### config.mk
export PLATFORM = sky130hd
export DESIGN_NAME = bcu_flow
export DESIGN_NICKNAME = d
export VERILOG_FILES = /design/src/rtl/bcu_pkg.sv /design/src/rtl/bcu_decode.sv /design/src/rtl/bcu_cond.sv /design/src/rtl/bcu_target.sv /design/src/rtl/bcu_flow.sv
export SDC_FILE = /design/constraint.sdc
export NUM_CORES = 1
export LEC_CHECK = 0
export CAP_MARGIN = 25
export CORE_MARGIN = 4
export CORE_UTILIZATION = 45
export CTS_CLUSTER_DIAMETER = 40
export DETAILED_ROUTE_END_ITERATION = 8
export GPL_TIMING_DRIVEN = 0
export PLACE_DENSITY = 0.79
export SKIP_CTS_REPAIR_TIMING = 1
export SYNTH_ARGS = -nofsm -noshare
export SYNTH_HDL_FRONTEND = slang
export SYNTH_SLANG_ARGS = --single-unit
### constraint.sdc
create_clock -name clk -period 0.8 [get_ports clk]
set_input_delay 0.16 -clock clk [delete_from_list [all_inputs] [get_ports clk]]
set_output_delay 0.16 -clock clk [all_outputs]
set_load 0.05 [all_outputs]
### src/rtl/bcu_pkg.sv
`timescale 1ns/1ps
package bcu_pkg;

   localparam int FLG_N = 3;
   localparam int FLG_Z = 2;
   localparam int FLG_V = 1;
   localparam int FLG_C = 0;

   localparam logic [3:0]  COND_HI   = 4'hE;
   localparam logic [4:0]  CALLR_HI  = 5'b11010;
   localparam logic [7:0]  INDIR_HI  = 8'h97;
   localparam logic [3:0]  SUB_JUMP  = 4'd0;
   localparam logic [3:0]  SUB_CALL  = 4'd1;
   localparam logic [3:0]  SUB_RET   = 4'd2;

   typedef enum logic [2:0] {
      K_BRANCH,
      K_CALL_REL,
      K_JUMP_IND,
      K_CALL_IND,
      K_RETURN,
      K_ILLEGAL
   } kind_e;

   typedef struct packed {
      kind_e      kind;
      logic [3:0] cc;
      logic [3:0] ridx;
   } decode_t;

   // Base term of a condition pair; odd codes take its inverse.
   function automatic logic pair_term(input int p, input logic [3:0] f);
      logic n, z, v, c;
      n = f[FLG_N];
      z = f[FLG_Z];
      v = f[FLG_V];
      c = f[FLG_C];
      case (p)
         0:       pair_term = 1'b1;
         1:       pair_term = z;
         2:       pair_term = c;
         3:       pair_term = n;
         4:       pair_term = v;
         5:       pair_term = v ^ n;
         6:       pair_term = (v ^ n) | z;
         default: pair_term = c | z;
      endcase
   endfunction

endpackage

### src/rtl/bcu_decode.sv
`timescale 1ns/1ps
module bcu_decode
   import bcu_pkg::*;
(
   input  logic [15:0] instr,
   output decode_t     dec
);

   logic is_cond, is_callr, is_indir;

   always_comb begin
      is_cond  = (instr[15:12] == COND_HI);
      is_callr = (instr[15:11] == CALLR_HI);
      is_indir = (instr[15:8]  == INDIR_HI);
   end

   always_comb begin
      dec.cc   = instr[11:8];
      dec.ridx = instr[3:0];
      if (is_cond) begin
         dec.kind = K_BRANCH;
      end else if (is_callr) begin
         dec.kind = K_CALL_REL;
      end else if (is_indir) begin
         case (instr[7:4])
            SUB_JUMP: dec.kind = K_JUMP_IND;
            SUB_CALL: dec.kind = K_CALL_IND;
            SUB_RET:  dec.kind = K_RETURN;
            default:  dec.kind = K_ILLEGAL;
         endcase
      end else begin
         dec.kind = K_ILLEGAL;
      end
   end

   // the opcode groups never overlap
   always_comb begin
      groups_disjoint_chk: assert ($onehot0({is_cond, is_callr, is_indir}));
   end

endmodule

### src/rtl/bcu_cond.sv
`timescale 1ns/1ps
module bcu_cond
   import bcu_pkg::*;
#(
   parameter int N_CODES = 16
) (
   input  logic [3:0] flags,
   input  logic [3:0] cc,
   output logic       hit
);

   localparam int N_PAIRS = N_CODES / 2;

   initial begin
      codes_chk: assert (N_CODES == 16)
         else $error("bcu_cond: N_CODES must be 16");
   end

   logic [N_PAIRS-1:0] base;

   for (genvar p = 0; p < N_PAIRS; p++) begin : g_pair
      assign base[p] = pair_term(p, flags);
   end

   assign hit = base[cc[3:1]] ^ cc[0];

endmodule

### src/rtl/bcu_target.sv
`timescale 1ns/1ps
module bcu_target #(
   parameter int PC_W   = 32,
   parameter int DISP_W = 8
) (
   input  logic [PC_W-1:0]   pc,
   input  logic [DISP_W-1:0] disp,
   output logic [PC_W-1:0]   seq,
   output logic [PC_W-1:0]   tgt
);

   localparam int EXT_W = PC_W - DISP_W - 1;

   initial begin
      width_chk: assert (EXT_W >= 1)
         else $error("bcu_target: PC_W too small for DISP_W");
   end

   logic [PC_W-1:0] offs;

   assign offs = {{EXT_W{disp[DISP_W-1]}}, disp, 1'b0};
   assign seq  = pc + PC_W'(2);
   assign tgt  = seq + offs;

endmodule

### src/rtl/bcu_flow.sv
`timescale 1ns/1ps
module bcu_flow
   import bcu_pkg::*;
#(
   parameter int PC_W  = 32,
   parameter int CYC_W = 2
) (
   input  logic             clk,
   input  logic             rst_n,
   input  logic             in_valid,
   input  logic [15:0]      instr,
   input  logic [PC_W-1:0]  pc_cur,
   input  logic [PC_W-1:0]  ri_val,
   input  logic [PC_W-1:0]  rp_cur,
   input  logic [3:0]       flags,
   output logic [3:0]       ri_sel,
   output logic             out_valid,
   output logic [PC_W-1:0]  pc_next,
   output logic             rp_we,
   output logic [PC_W-1:0]  rp_wdata,
   output logic             taken,
   output logic [CYC_W-1:0] cycles,
   output logic             illegal
);

   localparam logic [CYC_W-1:0] CYC_SHORT = CYC_W'(1);
   localparam logic [CYC_W-1:0] CYC_LONG  = CYC_W'(2);

   initial begin
      pcw_chk: assert (PC_W >= 13)
         else $error("bcu_flow: PC_W must hold an 11-bit halfword offset");
      cycw_chk: assert (CYC_W >= 2)
         else $error("bcu_flow: CYC_W must hold the value 2");
   end

   decode_t         dec;
   logic            cond_hit;
   logic [PC_W-1:0] seq_a, tgt_b, seq_c, tgt_c;

   bcu_decode u_dec (
      .instr (instr),
      .dec   (dec)
   );

   bcu_cond #(.N_CODES(16)) u_cond (
      .flags (flags),
      .cc    (dec.cc),
      .hit   (cond_hit)
   );

   bcu_target #(.PC_W(PC_W), .DISP_W(8)) u_tgt_br (
      .pc   (pc_cur),
      .disp (instr[7:0]),
      .seq  (seq_a),
      .tgt  (tgt_b)
   );

   bcu_target #(.PC_W(PC_W), .DISP_W(11)) u_tgt_call (
      .pc   (pc_cur),
      .disp (instr[10:0]),
      .seq  (seq_c),
      .tgt  (tgt_c)
   );

   assign ri_sel = dec.ridx;

   logic [PC_W-1:0]  n_pc, n_rpd;
   logic             n_we, n_tk, n_ill;
   logic [CYC_W-1:0] n_cyc;

   always_comb begin
      n_pc  = seq_a;
      n_rpd = '0;
      n_we  = 1'b0;
      n_tk  = 1'b0;
      n_ill = 1'b0;
      n_cyc = CYC_SHORT;
      case (dec.kind)
         K_BRANCH: begin
            n_tk  = cond_hit;
            n_pc  = cond_hit ? tgt_b : seq_a;
            n_cyc = cond_hit ? CYC_LONG : CYC_SHORT;
         end
         K_CALL_REL: begin
            n_tk  = 1'b1;
            n_pc  = tgt_c;
            n_we  = 1'b1;
            n_rpd = seq_c;
            n_cyc = CYC_LONG;
         end
         K_JUMP_IND: begin
            n_tk  = 1'b1;
            n_pc  = ri_val;
            n_cyc = CYC_LONG;
         end
         K_CALL_IND: begin
            n_tk  = 1'b1;
            n_pc  = ri_val;
            n_we  = 1'b1;
            n_rpd = seq_a;
            n_cyc = CYC_LONG;
         end
         K_RETURN: begin
            n_tk  = 1'b1;
            n_pc  = rp_cur;
            n_cyc = CYC_LONG;
         end
         default: begin
            n_ill = 1'b1;
         end
      endcase
   end

   always_ff @(posedge clk or negedge rst_n) begin
      if (!rst_n) begin
         out_valid <= 1'b0;
         pc_next   <= '0;
         rp_we     <= 1'b0;
         rp_wdata  <= '0;
         taken     <= 1'b0;
         cycles    <= '0;
         illegal   <= 1'b0;
      end else if (in_valid) begin
         out_valid <= 1'b1;
         pc_next   <= n_pc;
         rp_we     <= n_we;
         rp_wdata  <= n_rpd;
         taken     <= n_tk;
         cycles    <= n_cyc;
         illegal   <= n_ill;
      end else begin
         out_valid <= 1'b0;
         pc_next   <= '0;
         rp_we     <= 1'b0;
         rp_wdata  <= '0;
         taken     <= 1'b0;
         cycles    <= '0;
         illegal   <= 1'b0;
      end
   end


   latency_chk: assert property (@(posedge clk) disable iff (!rst_n)
      in_valid |=> out_valid);


   idle_quiet_chk: assert property (@(posedge clk) disable iff (!rst_n)
      !out_valid |-> (!rp_we && !taken && !illegal));


   cycle_cost_chk: assert property (@(posedge clk) disable iff (!rst_n)
      out_valid |-> (cycles == (taken ? CYC_LONG : CYC_SHORT)));


   link_value_chk: assert property (@(posedge clk) disable iff (!rst_n)
      rp_we |-> (rp_wdata == $past(pc_cur) + PC_W'(2)));


   illegal_quiet_chk: assert property (@(posedge clk) disable iff (!rst_n)
      illegal |-> (!taken && !rp_we && pc_next == $past(pc_cur) + PC_W'(2)));

endmodule

Word-level counts from Yosys, hierarchy flattened
Cells that the tools add are included.
{"block": "word_totals", "ff_bits": 70, "output_inout_bits": 74, "input_bits": 119}
{"block": "classes", "n_bitwise": 4, "n_reduce_logical": 6, "eq_ne": 9, "muxes": 21, "magnitude_cmp": 1, "n_addsub": 3}
{"op": "2-to-1 mux 32 bit", "count": 4}
{"op": "case mux 32 bit (4 select lines)", "count": 1}
{"op": "adder 32 bit", "count": 2}
{"op": "adder 32 x 2 -> 32 bit (second input constant)", "count": 1}
{"op": "2-to-1 mux 3 bit", "count": 3}
{"op": "case mux 3 bit (3 select lines)", "count": 1}
{"op": "== test 8 bit (second input constant)", "count": 1}
{"op": "2-to-1 mux 1 bit", "count": 7}
{"op": "== test 3 x 2 -> 1 bit (second input constant)", "count": 2}
{"op": "== test 5 bit (second input constant)", "count": 1}
{"op": "OR reduction 5 bit", "count": 1}
{"op": "== test 4 x 1 -> 1 bit (second input constant)", "count": 1}
{"op": "== test 4 x 2 -> 1 bit (second input constant)", "count": 1}
{"op": "== test 4 bit (second input constant)", "count": 1}
{"op": "logical NOT 4 bit", "count": 1}
{"op": "less-than comparator 3 x 4 -> 1 bit (second input constant)", "count": 1}
{"op": "2-to-1 mux 2 bit", "count": 2}
{"op": "case mux 2 bit (2 select lines)", "count": 1}
{"op": "OR reduction 2 bit", "count": 2}
{"op": "OR reduction 4 bit", "count": 1}
{"op": "binary-select mux 1 bit (select 3 bit)", "count": 1}
{"op": "== test 3 x 1 -> 1 bit (second input constant)", "count": 1}
{"op": "== test 3 bit (second input constant)", "count": 1}
{"op": "logical NOT 3 bit", "count": 1}
{"op": "3 further kinds", "count": 5}

Logic depth before layout (Yosys ltp)
Gate-level depths: netlist of run 1.
{"block": "logic_depth", "ltp_word": 9, "depth_mapped": 18, "mapped_depth_nobuf": 17}

By module
A second synthesis of run 1 with hierarchy kept.
{"block": "hier_totals", "hier_cells": 1133, "area_unflattened_um2": 8822.2}
{"module": "bcu_flow", "cells_per_inst": 414, "n_inst": 1, "area_per_inst_um2": 3841.2, "seq_area_each_um2": 1726.7}
{"module": "bcu_target at u_tgt_br", "cells_per_inst": 360, "n_inst": 1, "area_per_inst_um2": 2477.4, "seq_area_each_um2": 0.0}
{"module": "bcu_target at u_tgt_call", "cells_per_inst": 327, "n_inst": 1, "area_per_inst_um2": 2280.9, "seq_area_each_um2": 0.0}
{"module": "bcu_decode", "cells_per_inst": 18, "n_inst": 1, "area_per_inst_um2": 125.1, "seq_area_each_um2": 0.0}
{"module": "bcu_cond", "cells_per_inst": 14, "n_inst": 1, "area_per_inst_um2": 97.6, "seq_area_each_um2": 0.0}

Least setup slack after synthesis of run 1
No wires, ideal clock.
{"block": "synth_path", "path_kind": "in2reg", "startpoint": "input pc_cur[3]", "endpoint": "register pc_next[29]", "setup_time_ns": 0.139, "required_ns": 0.661, "path_slack_ns": -2.752, "path_buffers": 0, "cell_stages": 15, "t_arrival_ns": 3.414, "cell_sequence": "and4_1 -> nand2_1 -> nor3_1 -> nand3_1 -> xor2_1 -> inv_1 -> ha_1 -> a21oi_2 -> o21ai_2 -> a221o_1 -> a221o_1 -> a221o_1 -> a21o_1 -> a211oi_1 -> a21oi_1"}
{"block": "synth_between", "elab_chain_cells": 5}
{"element": "from (decl)", "line_no": "bcu_flow.sv:12", "rtl": "input logic [PC_W-1:0] pc_cur,"}
{"element": "adder 32 x 2 -> 32 bit *", "line_no": "bcu_target.sv:22", "rtl": "assign seq = pc + PC_W'(2);"}
{"element": "adder 32 bit", "line_no": "bcu_target.sv:23", "rtl": "assign tgt = seq + offs;"}
{"element": "2-to-1 mux 32 bit", "line_no": "bcu_flow.sv:81", "rtl": "n_pc = cond_hit ? tgt_b : seq_a;"}
{"element": "case mux 32 bit (4 select lines) *", "line_no": "bcu_flow.sv:78", "rtl": "case (dec.kind)"}
{"element": "2-to-1 mux 32 bit *", "line_no": "bcu_flow.sv:123", "rtl": "end else if (in_valid) begin"}
{"element": "to (signal assigned)", "line_no": "bcu_flow.sv:125", "rtl": "pc_next <= n_pc;"}
{"element": "to (decl)", "line_no": "bcu_flow.sv:18", "rtl": "output logic [PC_W-1:0] pc_next,"}
Every way passes the cells marked *; elsewhere a longest branch is shown, timed or not.

Worst setup path after layout of run 1
{"block": "layout_path", "startpoint": "input pc_cur[4]", "endpoint": "register pc_next[29]"}
Same word-level chain as after synthesis.

==> reports/metrics.yaml, run 1 <==
power_and_ir_drop:
  total_power_mw: 14.9
  power_density_mw_per_mm2: 1250
  vdd_drop_max_mv: 1.15
  p_leak_nw: 5.14
global_routing:
  gr-total-overflow: 0
  grt_max_degree: 70
  grt_pass1_wl_um: 42000
  grt_antenna_before_repair: 0
  track_usage_pct: 30.8
  grt_pass1_vias: 7080
worst_setup_path:
  slowest_delay_ns: 0.39
  path_cells: "buf_12 > and4_4 > nand2_8 > nor2_4 > and2_4 > nand4_1 > xor2_2 > inv_2 > ha_4 > and2_4 > a221o_1 > a221o_1 > a221o_1 > a21o_1 > a211oi_2 > a21oi_1"
  cp_max_fo: 5
  cp_top_family: "compound AO/OA/AOI/OAI gates"
  worstSetupEndpointType: "flop"
  startpoint_type: "input pin"
  required_ns: 0.97
  crit_cells: 16
  crit_path_frequent_cell: "a221o_1"
  crit_slowest_cell: "a221o_1"
  worstSetupPathType: "input pin to flop"
  path_buf_inv: 2
  arrival_ns: 3.56
synthesis:
  mappedNetlistArea_sq_mm: 0.00687
  ys_seq_elements: 69
  synthFlopType: "dfrtp_1"
  synth_edf_count: 0
  syn_area_per_cell_sq_um: 8.05
  async_reset_ff_share_pct: 100
  syn_nets: 1033
  netlist_instances: 854
  yosys_warnings: 0
  synth.distinct_cells: 83
  yosysSeqAreaShare_pct: 25.1
drt:
  wl_per_cell_um: 25.7
  vias_per_cell: 6.54
  drt-pass1-iter-count: 7
  drc: 0
  via_count: 8671
  antenna_left: 0
  finalWirelength_um: 34000
  drt-initial-drc-count: 991
floorplanning:
  coreArea_sq_mm: 0.0148
  num_rows: 44
  dieArea_sq_mm: 0.0173
  die_h_um: 132
  die_w_um: 132
  ioPinCount: 193
  start_util_pct: 46.6
timing:
  whs_ns: -0.0661
  slew_headroom_pct: 38.5
  setup_slack_ns: -2.59
  worst-slew-pin-transition_ns: 0.923
  period_share_pct: 424
  rsz0062_at_grt: "true"
  min_period_ns: 3.39
  finalSetupViolCount: 139
  tns_ns: -143.54
  fmax_ghz: 0.295
  slew_violations: 0
  hold_viol: 48
clock_tree:
  cts_tree: "yes"
  root_buffer: "clkbuf_16"
  cts_made_buffers: 9
  clk_pin_slew_worst_paths_ns: 0.06
  cts_sinks: 69
  clock_path_buffers: 2
  h-tree-depth: 3
run:
  cap_violations: 0
worst_hold_path:
  hp-class: "input pin to asynchronous set/reset pin"
place:
  dp_hpwl_um: 22600
  post-place-ws_ns: -3.97
  gp_congestion: 1.00
  port_buffers: 192
  dp.cells: 1230
run_status:
  outcome: "finished, violations left"
  violations: "hold timing, setup timing"
final_layout:
  num_antenna_cells: 0
  area_delta_synth_final_pct: 73.9
  drive_gt1_share_pct: 37.2
  finalNonFillerCells: 1325
  final_core_util_pct: 81.0
  finalNetCount: 1315
cells in the mapped netlist, types with 19 or more instances:
| cell type | instances | area, sq um |
|---|---|---|
| ha_1 | 59 | 738 |
| xor2_1 | 39 | 342 |
| nand2_1 | 79 | 297 |
| nor2_1 | 82 | 308 |
| inv_1 | 43 | 161 |
| a21oi_1 | 68 | 340 |
| a21o_1 | 19 | 143 |
| clkbuf_1 | 24 | 90.1 |
| o21ai_0 | 30 | 150 |
| xnor2_1 | 33 | 289 |
| dfrtp_1 | 69 | 1730 |
| nand3_1 | 21 | 105 |
final cells by class:
type                            instances  area, sq um
Inverter                               44          168
Tap cell                              184          230
Fill cell                             885         2800
Multi-Input combinational cell        702         6400
Clock buffer                           12          256
Clock inverter                          4         55.1
Sequential cell                        69         1730
Buffer                                 31          279
Timing Repair Buffer                  279         2840
worst max path at each step:
stage / startpoint / end / slack, ns
final: pc_cur[4] / pc_next[29]$_DFF_PN0_ / -2.59
after floorplan: pc_cur[3] / pc_next[29]$_DFF_PN0_ / -2.37
after CTS: pc_cur[8] / pc_next[29]$_DFF_PN0_ / -3.77
after global routing: pc_cur[9] / pc_next[30]$_DFF_PN0_ / -2.74
after detailed placement: pc_cur[8] / pc_next[29]$_DFF_PN0_ / -3.97
after global placement: pc_cur[8] / pc_next[29]$_DFF_PN0_ / -3.98
flip-flops by register name, indices dropped and copies added, names as in the netlist:
register,cells
pc_next,32
illegal,1
cycles,2
out_valid,1
rp_wdata,32
rp_we,1
placed cells by master (no fill, tap or decap), types with 9 or more instances in the layout:
cell | synthesis | final
nand2_1 | 79 | 61
nand2_2 | 1 | 12
nand4_1 | 18 | 18
a21oi_2 | 3 | 22
inv_1 | 43 | 27
dfrtp_1 | 69 | 68
a22oi_1 | 16 | 15
dlymetal6s2s_1 | 0 | 25
ha_4 | 0 | 22
nor2_1 | 82 | 68
a21o_1 | 19 | 19
ha_2 | 0 | 13
buf_8 | 0 | 10
nor2_2 | 2 | 9
xor2_1 | 39 | 18
clkbuf_16 | 0 | 11
a21oi_1 | 68 | 43
buf_4 | 7 | 79
ha_1 | 59 | 24
xnor2_1 | 33 | 22
clkdlybuf4s50_1 | 0 | 127
buf_6 | 0 | 40
a31oi_1 | 18 | 13
nand3_1 | 21 | 13
nor2b_1 | 11 | 11
o21ai_2 | 1 | 13
xor2_2 | 0 | 13
and3_1 | 17 | 13
inv_2 | 0 | 15
o21ai_0 | 30 | 18
metrics by stage:
step	area [sq um]	hold WS [ns]
after floorplan	7280	-0.136
after global placement	9430	0.840
after detailed placement	9430	0.326
after CTS	9740	-0.0310
after global routing	12000	0.0369
final	12000	-0.0661
power by group:
part | leakage (nW) | total (mW) | internal [mW] | switching, mW
Clock | 0.149 | 4.29 | 2.61 | 1.68
Combinational | 4.07 | 6.96 | 3.05 | 3.91
Sequential | 0.921 | 3.68 | 3.62 | 0.0593
per-layer routing:
metal | GRT usage (%) | vias up | part of all wire [%]
met2 | 47.5 | 688 | 45
met5 | 0 | - | 0
met1 | 44.7 | 4124 | 39
met3 | 6.57 | 157 | 11
li1 | - | 3702 | -
met4 | 6.18 | 0 | 4.8
cells by family (layout without fill, tap and decap cells):
| group | after synthesis | count (layout) | synth area share (%) |
|---|---|---|---|
| DFF | 69 | 69 | 25.1 |
| buffers and inverters | 84 | 370 | 5.13 |
| muxes | 9 | 9 | 1.35 |
| xor gates and xnor gates | 72 | 72 | 9.18 |
| adders and majority gates | 60 | 60 | 11.0 |
| and+or+nand+nor | 305 | 306 | 22.3 |
| AOI/OAI and AO/OA | 255 | 255 | 25.9 |
Power figures use the tool's default switching activity.
==> run 2: changes to the inputs <==
Settings changed: CORE_MARGIN 4 to 1.5, SKIP_CTS_REPAIR_TIMING 1 to not set.
==> reports/metrics.yaml, run 2 (synthesized netlist as in run 1, its figures left out) <==
floorplanning:
  num_rows: 44  # unchanged
  coreArea_sq_mm: 0.0147  # -0.37%
  die_w_um: 127  # -3.8%
  ioPinCount: 193  # unchanged
  dieArea_sq_mm: 0.0160  # -7.5%
  start_util_pct: 46.8  # +0.17 points
  die_h_um: 127  # -3.8%
timing:
  tns_ns: -133.21  # +10.33 ns
  period_share_pct: 444  # +20 points
  fmax_ghz: 0.282  # -4.5%
  min_period_ns: 3.55  # +0.159 ns
  worst-slew-pin-transition_ns: 1.02  # +0.0986 ns
  slew_headroom_pct: 31.9  # -6.6 points
  finalSetupViolCount: 141  # +1.4%
  rsz0062_at_grt: "true"
  hold_viol: 69  # +44%
  setup_slack_ns: -2.75  # -0.159 ns
  whs_ns: -0.0703  # -0.00416 ns
  slew_violations: 0  # unchanged
drt:
  drt-initial-drc-count: 1725  # +74%
  drc: 7  # +7
  drt-pass1-iter-count: 9  # +2
  finalWirelength_um: 43500  # +28%
  antenna_left: 0  # unchanged
  via_count: 9994  # +15%
  wl_per_cell_um: 31.1  # +21%
  vias_per_cell: 7.14  # +9.1%
global_routing:
  grt_pass1_vias: 9145  # +29%
  grt_max_degree: 70  # unchanged
  track_usage_pct: 45.5  # +15 points
  grt_antenna_before_repair: 3  # +3
  grt_pass1_wl_um: 55200  # +31%
  gr-total-overflow: 0  # unchanged
run:
  cap_violations: 0  # unchanged
final_layout:
  area_delta_synth_final_pct: 87.8
  finalNetCount: 1387  # +5.5%
  final_cell_area_sq_mm: 0.0129  # +8.0%
  final_core_util_pct: 87.8  # +6.8 points
  layout_common_cells: "buf_4, clkdlybuf4s50_1, buf_6, dfrtp_1, nor2_1"
  final_common_cell: "buf_4"
  finalNonFillerCells: 1400  # +5.7%
  drive_gt1_share_pct: 46.8  # +9.6 points
  reg.largest.list: "pc_next (32), rp_wdata (32), cycles (2)"
clock_tree:
  h-tree-depth: 3  # unchanged
  clk_pin_slew_worst_paths_ns: 0.07  # about the same
  cts_sinks: 69  # unchanged
  root_buffer: "clkbuf_16"
  clock_path_buffers: 2  # unchanged
  cts_made_buffers: 9  # unchanged
  cts_tree: "yes"
place:
  dp.cells: 1230  # unchanged
  dp_hpwl_um: 22000  # -2.5%
  post-place-ws_ns: -3.91  # +0.0598 ns
  port_buffers: 192  # unchanged
  gp_congestion: 0.976  # -2.5%
  place_area_sq_mm: 0.00943  # unchanged
worst_setup_path:
  worstSetupEndpointType: "flop"
  worstSetupPathType: "input pin to flop"
  arrival_ns: 3.72  # +0.16 ns
  startpoint_type: "input pin"
  path_cells: "buf_4 > and4_4 > nand2_8 > nor2_4 > nand2_2 > xor2_4 > inv_2 > ha_1 > buf_6 > a21o_1 > a31oi_1 > o21ai_2 > a221o_1 > a221o_1 > a21o_1 > mux2i_1 > a31oi_1"
  slowest_delay_ns: 0.38  # about the same
  required_ns: 0.97  # about the same
  crit_slowest_cell: "a221o_1"
  cp_max_fo: 7  # +2
run_status:
  outcome: "finished, violations left"
  violations: "DRC, hold timing, setup timing"
power_and_ir_drop:
  p_leak_nw: 5.47  # +6.5%
  power_density_mw_per_mm2: 1240  # -0.60%
  total_power_mw: 16.0  # +7.3%
  vdd_drop_max_mv: 0.851  # -26%
worst_hold_path:
  hp-class: "input pin to asynchronous set/reset pin"
-- run 2: routing by layer --
metal,track usage (%),part of all wire [%],vias up
li1,-,-,3839
met1,55.7,34,4698
met2,71.6,40,1078
met3,14.0,15,375
met4,25.0,9.8,4
met5,0,0.17,-
-- run 2: critical path, delay by kind of cell --
family                     cells  cell delay, ns
muxes                          1            0.18
and+or+nand+nor                4            0.79
AOI/OAI and AO/OA              7            1.63
adders and majority gates      1            0.30
xor gates and xnor gates       1            0.28
buffers and inverters          3            0.37
-- run 2: path summary, 6_finish.rpt --
check	startpoint	to	slack (ns)	cells past startpoint
setup / recovery	pc_cur[5]	pc_next[25]$_DFF_PN0_	-2.75	17
hold / removal	rst_n	rp_wdata[7]$_DFF_PN0_	-0.07	1
max in group asynchronous	rst_n	cycles[1]$_DFF_PN0_	0.21	1
min in group clk	pc_cur[1]	rp_wdata[1]$_DFF_PN0_	0.11	3
-- run 2: area by class of cell --
| type | instances | area, sq um |
|---|---|---|
| Buffer | 30 | 300 |
| Timing Repair Buffer | 353 | 3530 |
| Fill cell | 587 | 1790 |
| Clock inverter | 4 | 55.1 |
| Tap cell | 184 | 230 |
| Clock buffer | 12 | 256 |
| Sequential cell | 69 | 1730 |
| Multi-Input combinational cell | 701 | 6640 |
| Antenna cell | 3 | 7.51 |
| Inverter | 44 | 165 |
-- run 2: report_power, final --
part	switching (mW)	internal [mW]	total (mW)
Combinational	4.44	3.43	7.87
Clock	1.85	2.61	4.46
Sequential	0.0772	3.62	3.69
Total	6.37	9.66	16.0
-- run 2: repair_timing --
action                     4_1_cts  5_1_grt
setup endpoints to repair      142      141
buffers inserted               117       41
hold endpoints to repair        69        0
pin swaps                      129       74
gates cloned                     6        0
resized for setup              539      238
